$ cat src/rtl/sag_pkg.sv
package sag_pkg;
   typedef enum logic [1:0] {
      SEG_ES = 2'd0,
      SEG_CS = 2'd1,
      SEG_SS = 2'd2,
      SEG_DS = 2'd3
   } seg_code_e;

   typedef enum logic [1:0] {
      DISP_NONE  = 2'd0,
      DISP_SHORT = 2'd1,
      DISP_LONG  = 2'd2,
      DISP_RSVD  = 2'd3
   } disp_mode_e;

   localparam int USE_BX = 0;
   localparam int USE_BP = 1;
   localparam int USE_SI = 2;
   localparam int USE_DI = 3;
   localparam int USE_W  = 4;
endpackage

$ cat src/rtl/sag_ea_sum.sv
module sag_ea_sum #(
   parameter int OFS_W    = 16,
   parameter int SHORT_W  = 8,
   parameter bit SIGN_EXT = 1'b1
) (
   input  logic [sag_pkg::USE_W-1:0] use_mask,
   input  logic [1:0]                disp_mode,
   input  logic [OFS_W-1:0]          disp,
   input  logic [OFS_W-1:0]          reg_bx,
   input  logic [OFS_W-1:0]          reg_bp,
   input  logic [OFS_W-1:0]          reg_si,
   input  logic [OFS_W-1:0]          reg_di,
   output logic [OFS_W-1:0]          ea_raw
);
   import sag_pkg::*;

   localparam int PAD_W = OFS_W - SHORT_W;

   logic [OFS_W-1:0] short_ext;
   logic [OFS_W-1:0] disp_term;
   logic [OFS_W-1:0] base_term;
   logic [OFS_W-1:0] index_term;

   if (SHORT_W < 1 || SHORT_W >= OFS_W) begin : g_bad_short
      $error("sag_ea_sum: SHORT_W must lie between 1 and OFS_W-1");
   end

   if (SIGN_EXT) begin : g_sext
      assign short_ext = {{PAD_W{disp[SHORT_W-1]}}, disp[SHORT_W-1:0]};
   end else begin : g_zext
      assign short_ext = {{PAD_W{1'b0}}, disp[SHORT_W-1:0]};
   end

   always_comb begin
      unique case (disp_mode_e'(disp_mode))
         DISP_SHORT: disp_term = short_ext;
         DISP_LONG:  disp_term = disp;
         default:    disp_term = '0;
      endcase
   end

   always_comb begin
      base_term  = (use_mask[USE_BX] ? reg_bx : '0) + (use_mask[USE_BP] ? reg_bp : '0);
      index_term = (use_mask[USE_SI] ? reg_si : '0) + (use_mask[USE_DI] ? reg_di : '0);
      ea_raw     = base_term + index_term + disp_term;
   end
endmodule

$ cat src/rtl/sag_legal_chk.sv
module sag_legal_chk (
   input  logic                      req_fetch,
   input  logic [sag_pkg::USE_W-1:0] use_mask,
   input  logic [1:0]                disp_mode,
   output logic                      illegal
);
   import sag_pkg::*;

   logic two_bases;
   logic two_indexes;
   logic bp_indirect;
   logic rsvd_disp;

   always_comb begin
      two_bases   = use_mask[USE_BX] & use_mask[USE_BP];
      two_indexes = use_mask[USE_SI] & use_mask[USE_DI];
      bp_indirect = (use_mask == (USE_W'(1) << USE_BP)) &&
                    (disp_mode_e'(disp_mode) == DISP_NONE);
      rsvd_disp   = (disp_mode_e'(disp_mode) == DISP_RSVD);
      illegal     = !req_fetch & (two_bases | two_indexes | bp_indirect | rsvd_disp);
   end
endmodule

$ cat src/rtl/sag_seg_pick.sv
module sag_seg_pick #(
   parameter int SEG_W = 16
) (
   input  logic             req_fetch,
   input  logic             str_dst,
   input  logic             uses_bp,
   input  logic [SEG_W-1:0] seg_es,
   input  logic [SEG_W-1:0] seg_cs,
   input  logic [SEG_W-1:0] seg_ss,
   input  logic [SEG_W-1:0] seg_ds,
   output logic [1:0]       seg_code,
   output logic [SEG_W-1:0] seg_val
);
   import sag_pkg::*;

   seg_code_e pick;

   always_comb begin
      if (req_fetch)    pick = SEG_CS;
      else if (str_dst) pick = SEG_ES;
      else if (uses_bp) pick = SEG_SS;
      else              pick = SEG_DS;
   end

   always_comb begin
      unique case (pick)
         SEG_ES:  seg_val = seg_es;
         SEG_CS:  seg_val = seg_cs;
         SEG_SS:  seg_val = seg_ss;
         default: seg_val = seg_ds;
      endcase
   end

   assign seg_code = pick;
endmodule

$ cat src/rtl/sag_pa_sum.sv
module sag_pa_sum #(
   parameter int OFS_W     = 16,
   parameter int SEG_SHIFT = 4
) (
   input  logic [OFS_W-1:0]           seg_val,
   input  logic [OFS_W-1:0]           offset,
   output logic [OFS_W+SEG_SHIFT-1:0] pa_raw
);
   localparam int PA_W = OFS_W + SEG_SHIFT;

   if (SEG_SHIFT < 0 || SEG_SHIFT > OFS_W) begin : g_bad_shift
      $error("sag_pa_sum: SEG_SHIFT out of range");
   end

   if (SEG_SHIFT == 0) begin : g_flat
      assign pa_raw = seg_val + offset;
   end else begin : g_shifted
      logic [PA_W-1:0] base_w;
      logic [PA_W-1:0] ofs_w;
      assign base_w = {seg_val, {SEG_SHIFT{1'b0}}};
      assign ofs_w  = {{SEG_SHIFT{1'b0}}, offset};
      assign pa_raw = base_w + ofs_w;
   end
endmodule

$ cat src/rtl/seg_addr_gen.sv
module seg_addr_gen #(
   parameter int OFS_W     = 16,
   parameter int SEG_SHIFT = 4,
   parameter int SHORT_W   = 8,
   parameter bit SIGN_EXT  = 1'b1
) (
   input  logic                     clk,
   input  logic                     rst_n,
   input  logic                     req_valid,
   input  logic                     req_fetch,
   input  logic                     str_dst,
   input  logic [3:0]               use_mask,
   input  logic [1:0]               disp_mode,
   input  logic [OFS_W-1:0]         disp,
   input  logic [OFS_W-1:0]         ip,
   input  logic [OFS_W-1:0]         reg_bx,
   input  logic [OFS_W-1:0]         reg_bp,
   input  logic [OFS_W-1:0]         reg_si,
   input  logic [OFS_W-1:0]         reg_di,
   input  logic [OFS_W-1:0]         seg_es,
   input  logic [OFS_W-1:0]         seg_cs,
   input  logic [OFS_W-1:0]         seg_ss,
   input  logic [OFS_W-1:0]         seg_ds,
   output logic                     out_valid,
   output logic [OFS_W-1:0]         ea,
   output logic [OFS_W+SEG_SHIFT-1:0] pa,
   output logic [1:0]               seg_code,
   output logic                     illegal
);
   import sag_pkg::*;

   localparam int PA_W = OFS_W + SEG_SHIFT;

   if (OFS_W < 2) begin : g_bad_ofs
      $error("seg_addr_gen: OFS_W too small");
   end

   logic [OFS_W-1:0] ea_raw;
   logic [OFS_W-1:0] ea_sel;
   logic [OFS_W-1:0] seg_val;
   logic [PA_W-1:0]  pa_raw;
   logic [1:0]       seg_nxt;
   logic             ill_nxt;

   sag_ea_sum #(
      .OFS_W(OFS_W), .SHORT_W(SHORT_W), .SIGN_EXT(SIGN_EXT)
   ) u_ea (
      .use_mask(use_mask), .disp_mode(disp_mode), .disp(disp),
      .reg_bx(reg_bx), .reg_bp(reg_bp), .reg_si(reg_si), .reg_di(reg_di),
      .ea_raw(ea_raw)
   );

   sag_legal_chk u_legal (
      .req_fetch(req_fetch), .use_mask(use_mask), .disp_mode(disp_mode),
      .illegal(ill_nxt)
   );

   sag_seg_pick #(.SEG_W(OFS_W)) u_seg (
      .req_fetch(req_fetch), .str_dst(str_dst), .uses_bp(use_mask[USE_BP]),
      .seg_es(seg_es), .seg_cs(seg_cs), .seg_ss(seg_ss), .seg_ds(seg_ds),
      .seg_code(seg_nxt), .seg_val(seg_val)
   );

   always_comb begin
      if (req_fetch)    ea_sel = ip;
      else if (ill_nxt) ea_sel = '0;
      else              ea_sel = ea_raw;
   end

   sag_pa_sum #(.OFS_W(OFS_W), .SEG_SHIFT(SEG_SHIFT)) u_pa (
      .seg_val(seg_val), .offset(ea_sel), .pa_raw(pa_raw)
   );

   always_ff @(posedge clk or negedge rst_n) begin
      if (!rst_n) begin
         out_valid <= 1'b0;
         ea        <= '0;
         pa        <= '0;
         seg_code  <= '0;
         illegal   <= 1'b0;
      end else begin
         out_valid <= req_valid;
         if (req_valid) begin
            ea       <= ea_sel;
            pa       <= ill_nxt ? '0 : pa_raw;
            seg_code <= seg_nxt;
            illegal  <= ill_nxt;
         end
      end
   end

   AST_VALID_LAT: assert property (@(posedge clk) disable iff (!rst_n)
      req_valid |=> out_valid);
   AST_VALID_DROP: assert property (@(posedge clk) disable iff (!rst_n)
      !req_valid |=> !out_valid);
   AST_HOLD_IDLE: assert property (@(posedge clk) disable iff (!rst_n)
      !req_valid |=> ($stable(ea) && $stable(pa) && $stable(seg_code) && $stable(illegal)));
   AST_ILLEGAL_ZERO: assert property (@(posedge clk) disable iff (!rst_n)
      (out_valid && illegal) |-> (ea == '0 && pa == '0));
   AST_FETCH_CS: assert property (@(posedge clk) disable iff (!rst_n)
      (req_valid && req_fetch) |=> (seg_code == SEG_CS && !illegal && ea == $past(ip)));
   AST_STRING_ES: assert property (@(posedge clk) disable iff (!rst_n)
      (req_valid && !req_fetch && str_dst) |=> (seg_code == SEG_ES));
   AST_PAIR_ILLEGAL: assert property (@(posedge clk) disable iff (!rst_n)
      (req_valid && !req_fetch && ((use_mask[USE_BX] && use_mask[USE_BP]) ||
       (use_mask[USE_SI] && use_mask[USE_DI]))) |=> illegal);
endmodule

$ cat config.mk
export PLATFORM = sky130hd
export DESIGN_NAME = seg_addr_gen
export DESIGN_NICKNAME = d
export VERILOG_FILES = /design/src/rtl/sag_pkg.sv /design/src/rtl/sag_ea_sum.sv /design/src/rtl/sag_legal_chk.sv /design/src/rtl/sag_seg_pick.sv /design/src/rtl/sag_pa_sum.sv /design/src/rtl/seg_addr_gen.sv
export SDC_FILE = /design/constraint.sdc
export NUM_CORES = 1
export LEC_CHECK = 0
export BUFFER_PORTS_ARGS = -buffer_cell sky130_fd_sc_hd__buf_2
export CORE_UTILIZATION = 30
export DETAILED_ROUTE_END_ITERATION = 10
export GPL_ROUTABILITY_DRIVEN = 0
export MAX_ROUTING_LAYER = met4
export PLACE_DENSITY_LB_ADDON = 0.3
export SLEW_MARGIN = 40
export SYNTH_ARGS = -nofsm -noshare
export SYNTH_HDL_FRONTEND = slang
export SYNTH_SLANG_ARGS = --single-unit
$ cat constraint.sdc
create_clock -name clk -period 0.8 [get_ports clk]
set_input_delay 0.12 -clock clk [delete_from_list [all_inputs] [get_ports clk]]
set_output_delay 0.12 -clock clk [all_outputs]
set_load 0.02 [all_outputs]
Yosys cells after proc, flatten, opt, wreduce, memory -nomap -nowiden
Index checks and enable logic that the tools add are counted.

storage, ports and cells
  output and inout port bits = 40
  flip-flop bits (word level) = 40
  word-level logic and storage cells = 38
  input bits = 171

operators by class
  mux-type cells = 12
  bitwise operators = 6
  eq/ne operators = 6
  $add $sub $neg = 5
  reduce and logical (&&, ||, !) cells = 4

operator list
  operator                                                         number
  16-bit 2-to-1 mux                                                6
  16-bit adder                                                     4
  16-bit case mux with 3 select lines                              1
  16-bit case mux with 2 select lines                              1
  20-bit by 16-bit adder with 20-bit output                        1
  20-bit 2-to-1 mux                                                1
  2-bit == test, second input constant                             3
  2-bit by 1-bit == test with 1-bit output, second input constant  2
  4-bit by 2-bit == test with 1-bit output, second input constant  1
  2-bit zero test                                                  2
  2-bit 2-to-1 mux                                                 2
  1-bit bitwise AND                                                3
  1-bit OR                                                         3
  1-bit logical AND                                                1
  1-bit zero test                                                  1
  1-bit 2-to-1 mux                                                 1

Depth between registers and ports, before layout
  depth in word-level cells = 9
  depth in mapped cells = 26
  mapped depth without buffers = 24

Cells and area by module
Synthesis repeated with hierarchy kept, for this count alone.

unflattened totals
  cell total of the unflattened synthesis = 652
  area, all modules = 5375.2 µm²

by module, submodules not included
  module         times used  cells each  area each (µm²)  seq. area each (µm²)
  sag_ea_sum     1           288         2319.7           0.0
  seg_addr_gen   1           197         1855.5           1001.0
  sag_pa_sum     1           101         735.7            0.0
  sag_seg_pick   1           62          440.4            0.0
  sag_legal_chk  1           4           23.8             0.0

Worst setup path before layout
Ideal clock, no wire load.

  path kind = input -> register
  start = in use_mask[1]
  end = reg pa[18]
  cell stages on the path = 23
  arrival time = 5516 ps
  data required time = 710 ps
  path buffers = 2
  setup slack = -4807 ps
  library setup time = 90 ps
  cell sequence = clkbuf_1 > clkbuf_1 > nand2_1 > fa_1 > fa_1 > fa_1 > inv_1 > ha_1 > fa_1 > a21o_1 > a221oi_1 > xnor2_1 > a22o_1 > ha_1 > o21a_1 > o31ai_1 > nand2b_1 > a21o_1 > a21oi_1 > maj3_1 > o311a_4 > a211o_1 > o221ai_1

on the way
  cells in the longest elaborated chain, start to end = 9
  elaborated cells between the ends (all ways) = 22
  classes of those cells = add/sub: 4; eq/ne: 3; mux: 8; bitwise: 5; reduce/logical: 2

RTL lines
  element                                               RTL line            RTL
  start, declared                                       seg_addr_gen.sv:12  input logic [3:0] use_mask,
  branches (longest 5 deep; another with 16-bit adder)  -
  16-bit 2-to-1 mux *                                   seg_addr_gen.sv:66  else if (ill_nxt) ea_sel = '0;
  16-bit 2-to-1 mux *                                   seg_addr_gen.sv:65  if (req_fetch) ea_sel = ip;
  net ea_sel[7]                                         seg_addr_gen.sv:39  logic [OFS_W-1:0] ea_sel;
  20-bit by 16-bit adder with 20-bit output *           sag_pa_sum.sv:22    assign pa_raw = base_w + ofs_w;
  20-bit 2-to-1 mux *                                   seg_addr_gen.sv:85  pa <= ill_nxt ? '0 : pa_raw;
  end signal, assigned                                  seg_addr_gen.sv:85
  end, declared                                         seg_addr_gen.sv:26  output logic [OFS_W+SEG_SHIFT-1:0] pa,

Mark *: on every way through the listed nets, which the timed path passes.
A chain may end at the register's enable or synchronous reset.

Worst setup path in the final report
Ends and elaborated chain as after synthesis.

==> run summary <==
status: complete, but fails checks
failing checks: negative setup slack
synthesized flop and latch total: 40
Ys Warns: 0
dominant cell type by area after synthesis: dfrtp_1
final net count: 1,164
Distinct cells, synth: 58
maximum fanout along the worst path: 6
starting density of the core: 0.3091
CTS buffer count: 5
final non-filler cell total: 1,135
Via-to-Cell Ratio: 4.709
final hold violation count: 0
Setup CP Type: in2reg
Final ANT Viol Nets: 0
RR Startpoint: ea[8]
Cell Int Power: 9.864 mW
Sw Ratio: 0.3986
Routed WL: 17,130 um
Startpoint Class: input port
Iter 0 DRT Violations: 170
Setup WS post-layout: -4.200 ns
most frequent cell after synthesis: nand2_1
RSZ-0062 raised after global routing: yes
FF-to-FF End: ea[8]
row cnt: 46
post-placement cell area: 7281 um2
worst hold path endpoint: seg_code[1]
worst-skew pair later-pin latency: 0.28 ns
Core Region: 15,940 um2
Mapped Area: 4927 um2
worst path arrival time: 5.20 ns
Hold Crit Start: str_dst
Area Overhead vs Synth: 73.11%
Clock Path Buffers: 2
first drt pass iteration count: 4
M2 GR Usage: 0.3808
combinational power share: 0.703
Tightest Pin Transition: 0.6437 ns
crit end category: register
max frequency: 200.0 MHz
Leakage: 4.199 nW
IO Pins: 211
Hold Path Depth: 2
gr usage total: 0.2094
ys async rst share: 1.000
Design Area, Final: 8529 um2
met3 Use GR: 0.02337
min cycle time layout: 5.000 ns
Final Cycle Share: 6.250
Max H-tree Level: 2
CTS root buffer: clkbuf_16
largest net degree at the start of global routing: 41
top_reg_cell synth: dfrtp_1
worst clock skew: 0 ns
overall die height: 130.2 um
Synth Net Count: 821
first-pass GRT wire length: 26,650 um
GR peak layer: met2
DP HPWL: 14,120 um
Clk pwr share: 0.125
clock-pin slew on the worst setup and hold paths: 0.06 ns
synth top area cells: dfrtp_1 (20%), fa_1 (18%), ha_1 (7.9%)
Setup Viol. Count Final: 77
Slew Limit Fails: 0
cells on worst reg2reg path: 2
Syn Inst Count: 574
die width: 130.2 um
vias in the first global route: 5,592
sequential share of power: 0.172
post-synthesis sequential area ratio: 0.2031
IO Port Bufs: 210
Synth top cells by count: nand2_1 (75), inv_1 (69), and2_1 (53), fa_1 (45), dfrtp_1 (40)
drt drc: 0
TritonCTS Sinks: 40
power density over the cells: 1923 nW/um2
routed via count: 5,345
Synth top area share: 0.2031
Slew HR: 0.5663
Critical Path RT: 1.00 ns
sw power: 6.536 mW
fillers: 1,491
Placed Cells: 1,084
FF-to-FF setup slack: -0.09 ns
maximum VDD drop: 0.001080 V
max cap viols: 0
post-DR wirelength/cell: 15.09 um
gr ovfl total: 0
die area: 16,940 um2
layout cells sized above 1: 0.5283
Post-synth EDFFs: 0
CTS tree: done
Worst Hold Class: in2reg
total power: 16.40 mW
mean area per synthesized cell: 8.584 um2
met1 Use GR: 0.2445
initial antenna violation count: 0
-- placed cells by master, fill, tap and decap left out, types with 10 or more instances in the layout --
cell	n
buf_4	127
fa_1	39
xnor2_1	16
nand2_1	65
a21oi_2	11
a21oi_1	16
o21ai_0	16
o21a_1	14
ha_4	19
and2_1	49
buf_6	63
buf_2	165
dfrtp_1	40
inv_1	58
a22o_1	10
ha_1	11
nor2_1	15
o22ai_1	25
-- worst max-delay path, cell delays in order --
cell      delay [ns]
buf_12          0.11
buf_12          0.12
and2_4          0.13
fa_1            0.46
fa_1            0.53
inv_2           0.04
fa_1            0.51
inv_2           0.05
ha_4            0.23
and3_4          0.14
a21boi_4        0.13
a211o_1         0.23
a21o_1          0.18
xor2_1          0.14
a22o_1          0.24
ha_4            0.31
o21a_1          0.13
o31ai_2         0.07
nand2b_1        0.10
a21o_1          0.14
a21oi_2         0.05
maj3_2          0.33
o311a_4         0.36
a211o_1         0.28
o221ai_2        0.05
-- power by group through the flow --
stage | logic, mW | registers [mW] | clock network [mW]
5_1_grt | 12.5 | 2.86 | 2.17
2_1_floorplan | 5.14 | 3.31 | 0
6_report | 11.5 | 2.82 | 2.06
3_5_place_dp | 9.05 | 2.76 | 0
3_3_place_gp | 8.96 | 2.75 | 0
4_1_cts | 10.8 | 2.80 | 2.11
-- metrics by stage --
step,hold slack [ns],setup TNS [ns],util,setup WS (ns)
CTS,0.07261,-111.73,0.5166,-4.196
floorplan,-0.1756,-109.80,-,-4.355
global route,0.09859,-116.50,0.5348,-4.377
finish,0.07987,-110.67,0.5350,-4.200
detailed placement,0.1114,-121.62,0.4567,-4.623
global placement,0.1170,-120.23,0.4567,-4.532
-- timing repair --
action                     in CTS  in global routing
pin swaps                      51                 62
hold endpoints to repair       40                  0
setup endpoints to repair      78                 78
hold buffers                    1                  0
buffers inserted               32                 11
gates resized for setup       150                 43
-- logic make-up (layout without fill, tap and decap cells) --
kind of cell	Yosys count	count (layout)	share of synthesized area
and+or+nand+nor	179	179	0.1775
muxes	8	8	0.01828
xor gates and xnor gates	23	23	0.04089
adders and majority gates	77	77	0.2636
AOI/OAI and AO/OA	153	153	0.2250
other	0	1	0
DFF	40	40	0.2031
buffers and inverters	94	438	0.07161
-- state kept, by name (all words and copies together), names as in the netlist --
| signal | flops |
|---|---|
| ea | 16 |
| illegal | 1 |
| out_valid | 1 |
| pa | 20 |
| seg_code | 2 |
-- how the worst max path moves through the flow --
| stage | end | depth (start not counted) | from | slack (ns) |
|---|---|---|---|---|
| after floorplan | pa[18] | 25 | use_mask[1] | -4.35 |
| final | pa[18] | 25 | use_mask[1] | -4.20 |
| after global routing | pa[18] | 25 | use_mask[1] | -4.38 |
| after global placement | pa[18] | 23 | use_mask[1] | -4.53 |
| after detailed placement | pa[19] | 24 | use_mask[1] | -4.62 |
| after CTS | pa[18] | 25 | use_mask[1] | -4.20 |
-- routing by layer --
| layer | routed length [um] | vias to the layer above | part of all wire |
|---|---|---|---|
| met5 | 0 | - | 0 |
| met4 | 149 | 0 | 0.0087 |
| met3 | 902 | 6 | 0.053 |
| met2 | 8647 | 168 | 0.50 |
| met1 | 7433 | 2531 | 0.43 |
| li1 | - | 2640 | - |
-- area by class of cell --
type | count | area (um2) | share of cell area
multi-input cells | 440 | 4240 | 0.4971
repair buffers | 360 | 2579 | 0.3023
flip-flops and latches | 40 | 1001 | 0.1174
inverters | 70 | 287.8 | 0.03374
well taps | 216 | 270.3 | 0.03169
clock buffers | 6 | 138.9 | 0.01628
clock inverters | 2 | 10.01 | 0.001174
diodes | 1 | 2.502 | 0.0002934
Power figures use the tool's default switching activity.
